`src/rtl/tclk_burst_pkg.sv`:
```
package tclk_burst_pkg;

  typedef enum logic [3:0] {
    ST_IDLE,
    ST_TMS_HI,
    ST_TMS_LO,
    ST_PRE,
    ST_BIT,
    ST_STALL,
    ST_FALL,
    ST_TDO_HI,
    ST_TDO_LO
  } phase_e;

  // Length of each phase in ticks; the half-cycle length is a parameter.
  function automatic int unsigned phase_ticks(phase_e p, int unsigned half);
    case (p)
      ST_TMS_LO, ST_FALL, ST_TDO_HI, ST_TDO_LO: return 2;
      ST_PRE, ST_BIT:                           return half;
      default:                                  return 1;
    endcase
  endfunction

  // Clock line level for a phase.
  function automatic logic phase_tck(phase_e p);
    return !(p == ST_TMS_LO || p == ST_FALL || p == ST_TDO_LO);
  endfunction

  // Whether the data line is driven in a phase.
  function automatic logic phase_oe(phase_e p);
    return (p != ST_IDLE) && (p != ST_TDO_HI) && (p != ST_TDO_LO);
  endfunction

  // Bytes needed for a given half-cycle field (count minus one).
  function automatic int unsigned bytes_needed(int unsigned cnt_m1, int unsigned bw);
    return (cnt_m1 + bw) / bw;
  endfunction

endpackage

```
`src/rtl/tclk_tick_gen.sv`:
```
module tclk_tick_gen #(
  parameter int unsigned DIV = 1
) (
  input  logic clk,
  input  logic rst_n,
  output logic tick_o
);
  localparam int unsigned DIV_W = (DIV > 1) ? $clog2(DIV) : 1;

  logic [DIV_W-1:0] div_q;

  assign tick_o = (div_q == DIV_W'(DIV - 1));

  always_ff @(posedge clk or negedge rst_n) begin
    if (!rst_n)      div_q <= '0;
    else if (tick_o) div_q <= '0;
    else             div_q <= div_q + 1'b1;
  end
endmodule

```
`src/rtl/tclk_bit_feeder.sv`:
```
module tclk_bit_feeder #(
  parameter int unsigned BYTE_W = 8
) (
  input  logic              clk,
  input  logic              rst_n,
  input  logic              clear_i,
  input  logic              take_i,
  input  logic              byte_valid_i,
  input  logic [BYTE_W-1:0] byte_i,
  output logic              avail_o,
  output logic              bit_o,
  output logic              ready_o
);
  localparam int unsigned LEFT_W = $clog2(BYTE_W + 1);

  logic [BYTE_W-1:0] sh_q;
  logic [LEFT_W-1:0] left_q;
  logic              empty_w;

  assign empty_w = (left_q == '0);
  assign avail_o = !empty_w || byte_valid_i;
  assign bit_o   = empty_w ? byte_i[BYTE_W-1] : sh_q[BYTE_W-1];
  assign ready_o = take_i && empty_w;

  always_ff @(posedge clk or negedge rst_n) begin
    if (!rst_n) begin
      sh_q   <= '0;
      left_q <= '0;
    end else if (clear_i) begin
      left_q <= '0;
    end else if (take_i) begin
      if (empty_w) begin
        sh_q   <= {byte_i[BYTE_W-2:0], 1'b0};
        left_q <= LEFT_W'(BYTE_W - 1);
      end else begin
        sh_q   <= {sh_q[BYTE_W-2:0], 1'b0};
        left_q <= left_q - 1'b1;
      end
    end
  end
endmodule

```
`src/rtl/tclk_burst_gen.sv`:
```
module tclk_burst_gen
  import tclk_burst_pkg::*;
#(
  parameter int unsigned HALF_TICKS = 13,
  parameter int unsigned CNT_W      = 8,
  parameter int unsigned DIV        = 1
) (
  input  logic             clk,
  input  logic             rst_n,
  input  logic             start_i,
  input  logic [CNT_W-1:0] half_cnt_i,
  input  logic             prev_lvl_i,
  input  logic             byte_valid_i,
  input  logic [7:0]       byte_i,
  output logic             byte_ready_o,
  output logic             tck_o,
  output logic             tdio_o,
  output logic             tdio_oe_o,
  output logic             busy_o,
  output logic             last_lvl_o
);
  localparam int unsigned PH_W = $clog2(HALF_TICKS + 1);

  phase_e           state_q;
  logic [PH_W-1:0]  ph_q;
  logic [CNT_W-1:0] left_q;
  logic             prev_q, data_q, last_q;

  logic tick_w, avail_w, bit_w;
  logic accept_w, phase_end_w, want_bit_w, fetch_w, stall_w, tdi_slot_w;

  tclk_tick_gen #(.DIV(DIV)) tick_i (
    .clk(clk), .rst_n(rst_n), .tick_o(tick_w)
  );

  tclk_bit_feeder #(.BYTE_W(8)) feed_i (
    .clk(clk), .rst_n(rst_n), .clear_i(accept_w), .take_i(fetch_w),
    .byte_valid_i(byte_valid_i), .byte_i(byte_i),
    .avail_o(avail_w), .bit_o(bit_w), .ready_o(byte_ready_o)
  );

  assign accept_w    = tick_w && (state_q == ST_IDLE) && start_i;
  assign phase_end_w = tick_w && (32'(ph_q) + 1 >= phase_ticks(state_q, HALF_TICKS));
  assign want_bit_w  = (phase_end_w && (state_q == ST_PRE ||
                                        (state_q == ST_BIT && left_q != '0)))
                     || (tick_w && state_q == ST_STALL);
  assign fetch_w     = want_bit_w && avail_w;
  assign stall_w     = (state_q == ST_STALL);
  assign tdi_slot_w  = (state_q == ST_PRE) || (state_q == ST_BIT) || stall_w;

  always_ff @(posedge clk or negedge rst_n) begin
    if (!rst_n) begin
      state_q <= ST_IDLE;
      ph_q    <= '0;
      left_q  <= '0;
      prev_q  <= 1'b0;
      data_q  <= 1'b0;
      last_q  <= 1'b0;
    end else begin
      if (tick_w) ph_q <= phase_end_w ? '0 : ph_q + 1'b1;
      if (fetch_w) begin
        data_q  <= bit_w;
        state_q <= ST_BIT;
      end
      case (state_q)
        ST_IDLE: if (accept_w) begin
          state_q <= ST_TMS_HI;
          left_q  <= half_cnt_i;
          prev_q  <= prev_lvl_i;
          data_q  <= 1'b0;
        end
        ST_TMS_HI: if (phase_end_w) state_q <= ST_TMS_LO;
        ST_TMS_LO: begin
          if (tick_w && ph_q == '0) data_q <= prev_q;
          if (phase_end_w) state_q <= ST_PRE;
        end
        ST_PRE: if (phase_end_w && !avail_w) state_q <= ST_STALL;
        ST_BIT: if (phase_end_w) begin
          if (left_q == '0) begin
            state_q <= ST_FALL;
            last_q  <= data_q;
          end else begin
            left_q <= left_q - 1'b1;
            if (!avail_w) state_q <= ST_STALL;
          end
        end
        ST_FALL:   if (phase_end_w) state_q <= ST_TDO_HI;
        ST_TDO_HI: if (phase_end_w) state_q <= ST_TDO_LO;
        ST_TDO_LO: if (phase_end_w) state_q <= ST_IDLE;
        default: ;
      endcase
    end
  end

  assign tck_o      = phase_tck(state_q);
  assign tdio_oe_o  = phase_oe(state_q);
  assign tdio_o     = data_q && tdio_oe_o;
  assign busy_o     = (state_q != ST_IDLE);
  assign last_lvl_o = last_q;
endmodule

```
`config.mk`:
```
export PLATFORM = sky130hd
export DESIGN_NAME = tclk_burst_gen
export DESIGN_NICKNAME = d
export VERILOG_FILES = /design/src/rtl/tclk_burst_pkg.sv /design/src/rtl/tclk_tick_gen.sv /design/src/rtl/tclk_bit_feeder.sv /design/src/rtl/tclk_burst_gen.sv
export SDC_FILE = /design/constraint.sdc
export NUM_CORES = 1
export LEC_CHECK = 0
export BUFFER_PORTS_ARGS = -buffer_cell sky130_fd_sc_hd__buf_2
export CORE_ASPECT_RATIO = 2
export CORE_MARGIN = 1.5
export CORE_UTILIZATION = 40
export CTS_CLUSTER_DIAMETER = 100
export DETAILED_ROUTE_END_ITERATION = 6
export MAX_ROUTING_LAYER = met4
export PLACE_DENSITY = 0.61
export SLEW_MARGIN = 5
export SYNTH_ARGS = -nofsm -noshare
export SYNTH_HDL_FRONTEND = slang
export SYNTH_HIERARCHICAL = 1
export SYNTH_SLANG_ARGS = --single-unit
```
`constraint.sdc`:
```
create_clock -name clk -period 9.7 [get_ports clk]
set_input_delay 0.485 -clock clk [delete_from_list [all_inputs] [get_ports clk]]
set_output_delay 0.485 -clock clk [all_outputs]
set_load 0.01 [all_outputs]
```
==> results of run 1 <==
critical path: cells and delay by family, from the launching register on:
kind | cells | cell delay (ns)
compound gates | 4 | 0.80
mux | 1 | 0.15
simple gates | 2 | 0.49
flops | 1 | 0.64
fa+ha+maj | 1 | 0.30
buf+inv | 3 | 0.52
synthesized netlist by cell type, types with 2 or more instances:
| cell type | instances | area (um2) |
|---|---|---|
| a31oi_1 | 9 | 56.30 |
| xnor2_1 | 2 | 17.52 |
| mux2_2 | 2 | 22.52 |
| buf_4 | 2 | 15.01 |
| o21ai_0 | 13 | 65.06 |
| buf_6 | 2 | 22.52 |
| inv_1 | 15 | 56.30 |
| a211oi_1 | 2 | 15.01 |
| dfrtp_1 | 30 | 750.7 |
| nand2_1 | 28 | 105.1 |
| nand3_1 | 9 | 45.04 |
| nor2_1 | 31 | 116.4 |
| o21ai_1 | 11 | 55.05 |
| clkbuf_1 | 7 | 26.28 |
| o211ai_1 | 2 | 15.01 |
| nor2b_1 | 4 | 25.02 |
| a21oi_1 | 15 | 75.07 |
| xor2_1 | 2 | 17.52 |
| and2_1 | 2 | 12.51 |
| ha_1 | 8 | 100.1 |
| mux2i_1 | 6 | 60.06 |
| or2_2 | 2 | 12.51 |
| nor3_1 | 9 | 45.04 |
| nand2b_1 | 2 | 12.51 |
| o31ai_1 | 3 | 22.52 |
final timing paths:
check / slack (ns) / cells past startpoint / to
worst min register to register: 0.51 / 2 / left_q[4]
worst max-delay path: 6.02 / 11 / byte_ready_o
min in group clk: 0.43 / 2 / prev_q
worst max register to register: 6.42 / 12 / feed_i/left_q[3]
worst min-delay path: 0.24 / 1 / left_q[5]
max in group asynchronous: 9.01 / 1 / prev_q
layout make-up:
type	instances	area [um2]	share of cell area, %
clock buffer	6	82.58	3.603
clock inverter	2	60.06	2.620
inverter	15	56.30	2.456
multi-input combinational	185	1134	49.45
sequential	30	750.7	32.75
tap	57	71.32	3.111
timing repair buffer	27	137.6	6.004
through the flow:
stage               hold slack (ns)  instances  instance area, um2
floorplan                    0.1894        242                2009
global placement             0.4809        314                2150
detailed placement           0.4934        314                2150
CTS                          0.2648        322                2292
global route                 0.2886        322                2292
finish                       0.2376        322                2292
power by group through the flow:
stage               clock (W)  combinational (W)  sequential (W)
finish               0.000161           0.000384        0.000244
detailed placement          0           0.000386        0.000245
global route         0.000170           0.000435        0.000250
CTS                  0.000163           0.000387        0.000243
floorplan                   0           0.000321        0.000217
global placement            0           0.000380        0.000243
state kept, by name, indices dropped and copies added, names as in the netlist:
register	flops
left_q	8
state_q	4
ph_q	4
feed_i/sh_q	7
prev_q	1
feed_i/left_q	4
data_q	1
last_lvl_o	1
logic make-up after synthesis:
kind of cell / Yosys count / share of synthesized area, %
mux: 8 / 4.110
xor+xnor: 4 / 1.744
buf+inv: 27 / 6.226
flops: 30 / 37.36
compound gates: 66 / 20.98
other cells: 1 / 0.1866
simple gates: 98 / 24.41
fa+ha+maj: 8 / 4.982
layer usage:
metal,track usage (%),wire length (um),part of all wire (%)
met5,-,0,0
met4,9.862,105,2.2
met3,3.448,167,3.5
met2,36.25,2625,55
met1,20.77,1899,40
==> flow_summary.json, run 1 <==
{
  "cts_htree_levels": 2,
  "ys_seq_area_share_pct": 37.36,
  "rsz0062_at_grt": "no",
  "clock_skew_ns": 0.009138,
  "cts_buffer_depth": 2,
  "cts.repair.resized": 0,
  "status": "finished clean",
  "place_congestion": 0.9027,
  "layout_common_cells": "nor2_1, dfrtp_1, nand2_1, buf_2",
  "nNetsFinal": 293,
  "path_max_fanout": 14,
  "syn_area_mm2": 0.002009,
  "slew_headroom_pct": 53.42,
  "async_flop_share_pct": 100.0,
  "drt_iter0_drc": 52,
  "cts-root-buf": "clkbuf_8",
  "wl_mm": 4.797,
  "worst_slack_ns": 6.016,
  "drc": 0,
  "hpwl_mm": 3.541,
  "wl_per_cell_um": 14.90,
  "min_period_over_period_pct": 37.98,
  "clockPowerShare_pct": 20.4,
  "vias": 1788,
  "p_leak_nw": 1.017,
  "cts_buffers": 5,
  "synth_cell_types": 49,
  "max_cap_viol_count": 0,
  "vias_per_cell": 5.553,
  "vdd_drop_max_mv": 0.1932,
  "grt_pass1_wl_mm": 7.976,
  "ant_nets": 0,
  "slowest_stage": "dfrtp_1",
  "timing.fmax_ghz": 0.2715,
  "end_kind": "primary output",
  "p_seq_share_pct": 30.9,
  "syn_avg_cell_area_um2": 8.303,
  "start_util_pct": 41.31,
  "clock-sinks": 30,
  "die_area_mm2": 0.005483,
  "finalPower_w": 0.0007890,
  "track_usage_pct": 20.32,
  "yosys_warnings": 6,
  "rows": 36,
  "powerDensity_mw_per_mm2": 344.2,
  "worst_pin_slew_ns": 0.6987,
  "insertion_delay_ns": 0.29,
  "antenna_found_initial": 0,
  "timing.rr.start": "state_q[0]",
  "area_delta_synth_final_pct": 14.07,
  "final_core_util_pct": 47.12,
  "mostFrequentLayoutCell": "nor2_1",
  "setup_viol": 0,
  "swShare_pct": 43.93,
  "switching_power_w": 0.0003466,
  "synthCells": 242,
  "grt_max_degree": 31,
  "portBuffers": 26,
  "hold_path.class": "in2async",
  "finalHoldViolCount": 0,
  "clk_pin_slew_ns": 0.07,
  "path_class": "reg2out",
  "fillCellCount": 522,
  "worstPathArrival_ns": 3.20,
  "gr-total-overflow": 0,
  "ios": 27,
  "crit_path_max_incr_delay_ns": 0.64,
  "dr.pass1.iters": 4,
  "worstPathRequired_ns": 9.22,
  "crit_chain": "inv_1, mux2i_1, or2_2, ha_1, o211ai_1, a21oi_1, o21ai_0, buf_4, o22ai_2, and2_1, buf_2",
  "ys.flop_type": "dfrtp_1",
  "startpoint": "state_q[0]",
  "grt_pass1_vias": 1756,
  "ctsHoldBuffers": 0,
  "combPwrFrac_pct": 48.7,
  "die_x_um": 53.12,
  "synth_edf_count": 0,
  "core_area_mm2": 0.004865,
  "fin_setup_tns_ns": 0,
  "yosys_register_bits": 30,
  "antenna_cells": 0,
  "p_int_w": 0.0004424,
  "die_h_um": 103.2,
  "drive_gt1_share_pct": 17.36,
  "start_kind": "flip-flop",
  "fin_crit_ns": 3.684,
  "cts_setup_buffers": 0,
  "slew_violations": 0,
  "dp_slack_ns": 6.374,
  "cts_tree": "yes",
  "synth_nets": 271
}
Note: power is estimated with default switching activity, not from simulation.
==> run 2, diff against run 1 <==
ABC_AREA = 1   (was unset)
clock period = 3.8 ns   (was 9.7 ns; I/O delays follow)
==> flow_summary.json, run 2 <==
{
  "vias_per_cell": 5.251,
  "max_cap_viol_count": 0,
  "gr-total-overflow": 0,
  "dp_slack_ns": 0.8193,
  "crit_buf_inv": 5,
  "start_util_pct": 41.43,
  "grt_pass1_wl_mm": 8.528,
  "syn_avg_cell_area_um2": 7.200,
  "hold_depth": 3,
  "ys_seq_area_share_pct": 35.59,
  "die_h_um": 105.7,
  "antenna_cells": 0,
  "crit_chain": "inv_2, nand2_2, inv_1, nand3_1, nand2_1, nor2_1, ha_1, nand2_1, nand2_1, nand2_1, nand3_1, nand3_1, nand2_1, nand2_1, inv_1, inv_1, nor2_1, buf_2",
  "die_x_um": 54.35,
  "setup_viol": 0,
  "wl_per_cell_um": 13.33,
  "hold_path.class": "in2reg",
  "synth_nets": 322,
  "die_area_mm2": 0.005745,
  "grtUsageMet2_pct": 35.97,
  "synthTopCellsByCount": "nand2_1, inv_1, nand3_1",
  "p_leak_nw": 1.172,
  "worst_slack_ns": 0.8070,
  "largest_reg_flops": 8,
  "dr.pass1.iters": 5,
  "vias": 1990,
  "portBuffers": 26,
  "rsz0062_at_grt": "no",
  "cts_tree": "yes",
  "core_area_mm2": 0.005092,
  "slowest_stage": "dfrtp_1",
  "crit_top_cell": "nand2_1",
  "r2r_cells": 16,
  "path_class": "reg2out",
  "drt_iter0_drc": 40,
  "slew_violations": 0,
  "r2r_end": "left_q[5]",
  "clk_pin_slew_ns": 0.06,
  "critPathTopFamily": "simple AND/OR/NAND/NOR gates",
  "yosys_warnings": 6,
  "rrSetupSlack_ns": 0.81,
  "timing.hold.ws_ns": 0.09437,
  "multi_input_area_mm2": 0.001145,
  "drc": 0,
  "met3_usage_pct": 2.691,
  "track_usage_pct": 20.53,
  "hpwl_mm": 3.971,
  "register_area_um2": 750.7,
  "async_flop_share_pct": 100.0,
  "fin_crit_ns": 2.993,
  "antenna_found_initial": 0,
  "yosysTopAreaCell": "dfrtp_1",
  "crit_path_max_incr_delay_ns": 0.46,
  "cts_htree_levels": 2,
  "finalHoldViolCount": 0,
  "ios": 27,
  "status": "finished clean",
  "synth.most_common_cell": "nand2_1",
  "timing.fmax_ghz": 0.3341,
  "cts.repair.resized": 0,
  "syn_area_mm2": 0.002110,
  "place_congestion": 0.9570,
  "cts_buffer_depth": 2,
  "grt_pass1_vias": 1993,
  "yosys_register_bits": 30,
  "cts_buffers": 5,
  "synth_edf_count": 0,
  "cp-endpoint": "byte_ready_o",
  "synth_cell_types": 38,
  "ys.flop_type": "dfrtp_1",
  "fin_setup_tns_ns": 0,
  "synthTopCellsByArea": "dfrtp_1, nand2_1, nand3_1",
  "powerDensity_mw_per_mm2": 369.3,
  "synthCells": 293,
  "worstPathArrival_ns": 2.80,
  "insertion_delay_ns": 0.29,
  "start_kind": "flip-flop",
  "wl_mm": 5.051,
  "cts-root-buf": "clkbuf_8",
  "min_period_over_period_pct": 78.76,
  "top_register": "left_q",
  "area_delta_synth_final_pct": 13.23,
  "grt_max_degree": 31,
  "clock_skew_ns": 0.005407,
  "startpoint": "state_q[3]",
  "worst_pin_slew_ns": 0.7155,
  "crit_cells": 18,
  "fillCellCount": 545,
  "ant_nets": 0,
  "largest_registers": "left_q (8), feed_i/sh_q (7)",
  "worstHoldStart": "prev_lvl_i",
  "gr-max-usage-layer": "met2",
  "worstPathRequired_ns": 3.61,
  "rows": 37,
  "drive_gt1_share_pct": 16.82,
  "end_kind": "primary output",
  "nNetsFinal": 349,
  "path_max_fanout": 6,
  "met1_usage_pct": 20.95,
  "timing.rr.start": "state_q[3]",
  "vdd_drop_max_mv": 0.2669,
  "synth_top_area_share_pct": 35.59,
  "mostFrequentLayoutCell": "nand2_1",
  "clock-sinks": 30,
  "slew_headroom_pct": 52.30,
  "layout_common_cells": "nand2_1, inv_1, nand3_1, dfrtp_1, buf_2"
}
## run 2: cell types whose count changed after synthesis, moves of 6 or more
cell,change
a21oi_1,-8
a31oi_1,-8
clkbuf_1,-6
inv_1,+26
mux2i_1,-6
nand2_1,+42
nand3_1,+25
nor2_1,-8
o21ai_0,+10
o21ai_1,-11
## run 2: cell type report
class                   count  share of cell area (%)
clock buffers               5                   2.881
clock inverters             3                   1.676
inverters                  45                   7.177
multi-input cells         211                   47.93
flip-flops and latches     30                   31.43
well taps                  58                   3.038
repair buffers             27                   5.867
## run 2: logic make-up after synthesis
logic type	count (synthesis)	share of synthesized area (%)
fa+ha+maj	8	4.745
simple gates	157	35.88
buf+inv	52	10.14
other cells	1	0.1778
xor+xnor	2	0.8305
compound gates	43	12.63
flops	30	35.59
## run 2: layer usage
metal	wire, um	vias to the layer above
li1	-	1006
met1	1905	921
met2	2793	48
met3	165	15
met4	187	0
met5	0	-
## run 2: how the worst min path moves through the flow
stage and endpoint:
3_3_place_gp state_q[3], 3_5_place_dp state_q[3], 5_1_grt prev_q, 6_report prev_q
4_1_cts prev_q, 2_1_floorplan data_q
## run 2: worst reg2reg max path, delay by kind of cell (launching register included)
kind	cells	cell delay, ns
AO/OA/AOI/OAI	3	0.70
adder cells (fa/ha/maj)	1	0.29
flip-flops	1	0.46
buffers and inverters	2	0.25
AND/OR/NAND/NOR	10	1.17
## run 2: per-stage QoR
step                      cells  utilization, %   power, W  cell area [um2]
after CTS                   379           46.90  0.0008933             2389
after global placement      370           44.57  0.0005670             2270
final                       379           46.90  0.0008822             2389
after detailed placement    370           44.57  0.0005721             2270
after floorplan             293               -  0.0005195             2110
after global routing        379           46.90  0.0009461             2389
## run 2: power breakdown
group,total [W],switching (W),internal (W)
clock network,0.000317,0.000125,0.000193
logic,0.000215,0.000138,0.0000767
registers,0.000350,0.0000156,0.000335
total,0.000882,0.000278,0.000604
## run 2: repair_timing
action                                 CTS  global route
hold buffers                             1             0
endpoints found under the hold margin   30             0
setup buffers                            0             0
